===== src/rtl/pi_pkg.sv =====
// Shared definitions for the pipeline interlock.
// Assumes a single action is chosen per cycle for the whole pipeline.
package pi_pkg;
    // Pipeline-wide action for one cycle, in priority order BUSY > STALL > ADVANCE
    typedef enum logic [1:0] {
        PI_ADVANCE = 2'd0,
        PI_STALL   = 2'd1,
        PI_BUSY    = 2'd2
    } pi_action_e;
endpackage


===== src/rtl/pi_stage_reg.sv =====
// One pipeline control register: a valid bit plus a tag payload.
// hold keeps the contents, bubble loads an invalid slot, otherwise the
// upstream tag is captured. Assumes hold and bubble are never both high.
module pi_stage_reg #(
    parameter int W = 8
) (
    input  logic         clk,
    input  logic         rst_n,
    input  logic         hold,
    input  logic         bubble,
    input  logic         up_valid,
    input  logic [W-1:0] up_tag,
    output logic         q_valid,
    output logic [W-1:0] q_tag
);
    // Capture, hold or bubble the stage contents
    always_ff @(posedge clk) begin
        if (!rst_n) begin
            q_valid <= 1'b0;
            q_tag   <= '0;
        end else if (!hold) begin
            q_valid <= up_valid & ~bubble;
            q_tag   <= up_tag;
        end
    end
endmodule


===== src/rtl/pi_hazard_detect.sv =====
// Combinational hazard detection. Compares each operand-fetch source with
// each downstream producer (execute, writeback), checks the shared memory
// port and picks the cycle action. Register 0 is never a real destination.
module pi_hazard_detect
    import pi_pkg::*;
#(
    parameter int REG_W = 5
) (
    input  logic             of_valid,
    input  logic [REG_W-1:0] of_src1,
    input  logic [REG_W-1:0] of_src2,
    input  logic             of_mem_rd,
    input  logic             ex_valid,
    input  logic [REG_W-1:0] ex_dst,
    input  logic             wb_valid,
    input  logic [REG_W-1:0] wb_dst,
    input  logic             wb_mem_wr,
    input  logic             ex_busy,
    output pi_action_e       action
);
    localparam int NUM_SRC  = 2;
    localparam int NUM_PROD = 2;

    logic [NUM_SRC-1:0][REG_W-1:0]  src;
    logic [NUM_PROD-1:0][REG_W-1:0] pdst;
    logic [NUM_PROD-1:0]            plive;
    logic [NUM_SRC*NUM_PROD-1:0]    hit;
    logic                           raw_hit;
    logic                           port_hit;

    assign src   = {of_src2, of_src1};
    assign pdst  = {wb_dst, ex_dst};
    assign plive = {wb_valid && (wb_dst != '0), ex_valid && (ex_dst != '0)};

    // One comparator per source/producer pair
    for (genvar s = 0; s < NUM_SRC; s++) begin : g_src
        for (genvar p = 0; p < NUM_PROD; p++) begin : g_prod
            assign hit[s*NUM_PROD+p] = plive[p] && (src[s] == pdst[p]);
        end
    end

    assign raw_hit  = of_valid && (|hit);
    assign port_hit = of_valid && of_mem_rd && wb_valid && wb_mem_wr;

    // Select the action; a busy execute overrides any stall
    always_comb begin
        if (ex_valid && ex_busy)      action = PI_BUSY;
        else if (raw_hit || port_hit) action = PI_STALL;
        else                          action = PI_ADVANCE;
    end
endmodule


===== src/rtl/pipe_interlock.sv =====
// Interlock controller for a five-stage in-order pipeline without
// forwarding. Tracks a control tag per stage (decode, operand fetch,
// execute, writeback) and drives hold and bubble controls. The fetch
// stage is outside: it must keep its instruction while stall_front is high.
module pipe_interlock
    import pi_pkg::*;
#(
    parameter int REG_W = 5
) (
    input  logic             clk,
    input  logic             rst_n,
    input  logic             in_valid,
    input  logic [REG_W-1:0] in_src1,
    input  logic [REG_W-1:0] in_src2,
    input  logic [REG_W-1:0] in_dst,
    input  logic             in_mem_rd,
    input  logic             in_mem_wr,
    input  logic             ex_busy,
    output logic             stall_front,
    output logic             hold_ex,
    output logic             bubble_ex,
    output logic             bubble_wb,
    output logic             mem_rd_en,
    output logic             mem_wr_en,
    output logic             reg_we,
    output logic [REG_W-1:0] wb_dst,
    output logic             of_valid,
    output logic             ex_valid,
    output logic             wb_valid
);
    // Front tag: {src1, src2, dst, mem_rd, mem_wr}; back tag: {dst, mem_wr}
    localparam int FRONT_W = 3*REG_W + 2;
    localparam int BACK_W  = REG_W + 1;

    pi_action_e         action;
    logic               id_valid;
    logic [FRONT_W-1:0] in_tag, id_tag, of_tag;
    logic [BACK_W-1:0]  of_back, ex_tag, wb_tag;
    logic [REG_W-1:0]   of_src1, of_src2, ex_dst;
    logic               of_mem_rd, wb_mem_wr;

    assign in_tag  = {in_src1, in_src2, in_dst, in_mem_rd, in_mem_wr};
    assign of_src1 = of_tag[FRONT_W-1 -: REG_W];
    assign of_src2 = of_tag[2*REG_W+1 -: REG_W];
    assign of_back = {of_tag[REG_W+1 -: REG_W], of_tag[0]};
    assign of_mem_rd = of_tag[1];
    assign ex_dst    = ex_tag[BACK_W-1 -: REG_W];
    assign wb_dst    = wb_tag[BACK_W-1 -: REG_W];
    assign wb_mem_wr = wb_tag[0];

    pi_hazard_detect #(.REG_W(REG_W)) u_hazard (
        .of_valid (of_valid),
        .of_src1  (of_src1),
        .of_src2  (of_src2),
        .of_mem_rd(of_mem_rd),
        .ex_valid (ex_valid),
        .ex_dst   (ex_dst),
        .wb_valid (wb_valid),
        .wb_dst   (wb_dst),
        .wb_mem_wr(wb_mem_wr),
        .ex_busy  (ex_busy),
        .action   (action)
    );

    // Decode the cycle action into per-stage controls
    always_comb begin
        hold_ex     = (action == PI_BUSY);
        bubble_wb   = (action == PI_BUSY);
        bubble_ex   = (action == PI_STALL);
        stall_front = (action != PI_ADVANCE);
    end

    assign mem_rd_en = of_valid && of_mem_rd && !stall_front;
    assign mem_wr_en = wb_valid && wb_mem_wr;
    assign reg_we    = wb_valid && !wb_mem_wr && (wb_dst != '0);

    pi_stage_reg #(.W(FRONT_W)) u_id (
        .clk(clk), .rst_n(rst_n), .hold(stall_front), .bubble(1'b0),
        .up_valid(in_valid), .up_tag(in_tag),
        .q_valid(id_valid), .q_tag(id_tag)
    );

    pi_stage_reg #(.W(FRONT_W)) u_of (
        .clk(clk), .rst_n(rst_n), .hold(stall_front), .bubble(1'b0),
        .up_valid(id_valid), .up_tag(id_tag),
        .q_valid(of_valid), .q_tag(of_tag)
    );

    pi_stage_reg #(.W(BACK_W)) u_ex (
        .clk(clk), .rst_n(rst_n), .hold(hold_ex), .bubble(bubble_ex),
        .up_valid(of_valid), .up_tag(of_back),
        .q_valid(ex_valid), .q_tag(ex_tag)
    );

    pi_stage_reg #(.W(BACK_W)) u_wb (
        .clk(clk), .rst_n(rst_n), .hold(1'b0), .bubble(bubble_wb),
        .up_valid(ex_valid), .up_tag(ex_tag),
        .q_valid(wb_valid), .q_tag(wb_tag)
    );
endmodule


===== config.mk =====
export PLATFORM = sky130hd
export DESIGN_NAME = pipe_interlock
export DESIGN_NICKNAME = d
export VERILOG_FILES = /design/src/rtl/pi_pkg.sv /design/src/rtl/pi_stage_reg.sv /design/src/rtl/pi_hazard_detect.sv /design/src/rtl/pipe_interlock.sv
export SDC_FILE = /design/constraint.sdc
export NUM_CORES = 1
export LEC_CHECK = 0
export CORE_ASPECT_RATIO = 1.2
export CORE_MARGIN = 8
export CORE_UTILIZATION = 43
export DETAILED_ROUTE_END_ITERATION = 16
export PLACE_DENSITY = 0.7
export RECOVER_POWER = 50
export SYNTH_ARGS = -nofsm -noshare
export SYNTH_HDL_FRONTEND = slang
export SYNTH_HIERARCHICAL = 1
export SYNTH_SLANG_ARGS = --single-unit

===== constraint.sdc =====
create_clock -name clk -period 2.16 [get_ports clk]
set_input_delay 0.648 -clock clk [delete_from_list [all_inputs] [get_ports clk]]
set_output_delay 0.648 -clock clk [all_outputs]
set_load 0.01 [all_outputs]

==> reports/qor.yml <==
die:
  fp-row-count: 29
  ios: 36
  die_x_um: 82.6
  dieArea_um2: 7930
  initial_core_util_pct: 43.8
  core_area_um2: 5230
  die_height_um: 95.9
synthesis:
  synth_top_area_share_pct: 43.7
  synth.avg_cell_area_um2: 11.0
  synth-async-reset-ratio_pct: 0
  synth_top_cells_by_count: "50 x dfxtp_1, 47 x nor2b_1, 46 x mux2i_1"
  synth_cell_types: 28
  synthCells: 209
  synth_edf_count: 0
  syn_area_um2: 2290
  synth.area.top_cells: "dfxtp_1 44%, mux2i_1 20%, nor2b_1 13%"
  seq_area_frac_synth_pct: 43.7
  yosys.cell_count.top_type: "dfxtp_1"
  ys_ff_latch: 50
  yosysTopAreaCell: "dfxtp_1"
  synth-main-ff-cell: "dfxtp_1"
  yosys_warnings: 6
power:
  ir_drop_mv: 0.382
  leakagePower_nw: 1.24
  power_density_nw_per_um2: 546
global_routing:
  grt_pass1_vias: 1707
  grt_pass1_wl_mm: 7.82
  grtUsageTotal_pct: 12.7
  grt_max_degree: 30
  grt.overflow.total: 0
  antenna_found_initial: 0
detailed_routing:
  vias: 1686
  wl_per_cell_um: 13.6
  wl_mm: 4.78
  drcViolationCount: 0
  drtAntennaViolNets: 0
  drt_pass1_iterations: 4
  avgViaCountPerCell: 4.80
  drt-initial-drc-count: 74
timing:
  layout_min_cycle_time_ns: 2.54
  final.setup.tns_ns: -2.51
  report.final.slew_viol_count: 0
  final-hold-violation-count: 0
  finClkSkew_ns: 0.00941
  setup_viol: 15
  fmax_mhz: 393
  holdWs_ns: 0.516
  fin_ws_ns: -0.385
  rsz0062_at_grt: "true"
  period_share_pct: 118
flow_run:
  drv_cap: 0
clock_tree:
  cts_root_buffer: "clkbuf_8"
  cts_tree: "done"
  clk_pin_slew_ns: 0.09
  cts_max_path_buffers: 2
  cts_buffers: 5
  clock-sinks: 50
  htree_levels: 2
  clk_latency_ns: 0.30
critical_path:
  cpMaxStageDelayCell: "or4_4"
  crit_fanout: 4
  crit_chain: "or4_4, o21ai_4, o32ai_4, or2_4, nor2_4, buf_6"
  startpoint: "u_ex/q_tag[5]"
  r2r_start: "u_ex/q_tag[5]"
  cp_data_required_time_ns: 1.51
  path_class: "reg -> out"
  cpPeakStageDelay_ns: 0.53
  critPathLaunchType: "register"
  end_kind: "output pin"
  crit_arrival_ns: 1.90
  reg2reg_slack_ns: -0.17
min_path:
  hp-class: "reg -> reg"
  hold_path_startpoint: "u_of/q_tag[2]"
cells_and_area:
  fin_nets: 309
  final_cells: 351
  diodes: 0
  drive_above_1_share_pct: 31.8
  area_delta_synth_final_pct: 41.9
  final_core_util_pct: 62.2
  finalInstanceArea_um2: 3250
run_status:
  status: "finished with violations"
  failed_checks: "setup timing"
placed_design:
  place_inst: 337
  postPlaceCellArea_um2: 2920
  dp_hpwl_mm: 3.24
  numPortBuffers: 35
  gp_congestion: 0.803
-- repair_timing --
item	4_1_cts	5_1_grt
hold buffers	0	0
setup endpoints to repair	36	50
buffers inserted	4	3
cloned	2	0
pin swaps	10	8
endpoints found under the hold margin	0	0
gates resized for setup	37	24
-- cells by family (layout without fill, tap and decap cells) --
family                    Yosys count  count (layout)  synth area share, %
muxes                              46              46                 20.1
DFF                                50              50                 43.7
xor gates and xnor gates           20              20                 7.98
buffers and inverters               9              87                 4.48
other                               1               3                0.164
and+or+nand+nor                    73              73                 19.6
AOI/OAI and AO/OA                  10              10                 3.99
-- routing by layer --
layer | global-route usage, % | share of wire (%) | up-vias
met5 | 0 | 0 | -
met4 | 6.34 | 2.8 | 0
met3 | 2.34 | 4.2 | 9
met2 | 21.6 | 49 | 37
met1 | 14.8 | 44 | 774
li1 | - | - | 866
-- state kept, by name, summed over array words and instances, names as in the netlist --
signal        flops
u_wb/q_valid      1
u_ex/q_tag        6
u_id/q_valid      1
u_of/q_tag       17
u_of/q_valid      1
u_ex/q_valid      1
u_id/q_tag       17
u_wb/q_tag        6
-- critical path: cells and delay by family (launching register included) --
kind / cells / cell delay, ns
and+or+nand+nor: 3 / 0.88
DFF: 1 / 0.35
AOI/OAI and AO/OA: 2 / 0.27
buffers and inverters: 1 / 0.10
-- per-stage QoR --
stage                     power, mW  setup slack (ns)
after floorplan                1.11            0.0166
after global placement         1.19            -0.785
after detailed placement       1.20            -0.827
after CTS                      1.77            -0.497
after global routing           1.85            -0.445
final                          1.77            -0.385
-- power by group --
part / switching, mW / internal [mW] / total [mW]
Clock: 0.311 / 0.264 / 0.575
Combinational: 0.0784 / 0.132 / 0.210
Sequential: 0.0298 / 0.959 / 0.989
-- cells in the final DEF, fill, tap and decap left out, types with 2 or more instances in the layout --
master	n
a31o_1	4
buf_2	4
buf_4	35
buf_6	5
clkbuf_8	6
clkdlybuf4s50_1	27
conb_1	3
dfxtp_1	38
dfxtp_2	12
dlygate4sd3_1	2
mux2i_1	44
mux2i_2	2
nand2_1	5
nand3_1	3
nor2_1	3
nor2b_1	46
nor3_2	3
nor4bb_2	2
xnor2_1	8
xnor2_2	5
xor2_1	6
-- final cells by class --
class                   count  area, µm²
clock buffers               6       82.6
clock inverters             2       16.3
fillers                   444       1980
multi-input cells         152       1330
flip-flops and latches     50       1020
well taps                  62       77.6
repair buffers             79        727
-- worst paths after layout --
check,depth (start not counted),end
max,6,mem_rd_en
min,2,u_ex/q_tag[1]
max reg2reg,8,u_id/q_valid
min reg2reg,2,u_ex/q_tag[1]
No activity file was read; power rests on OpenSTA's default activity.
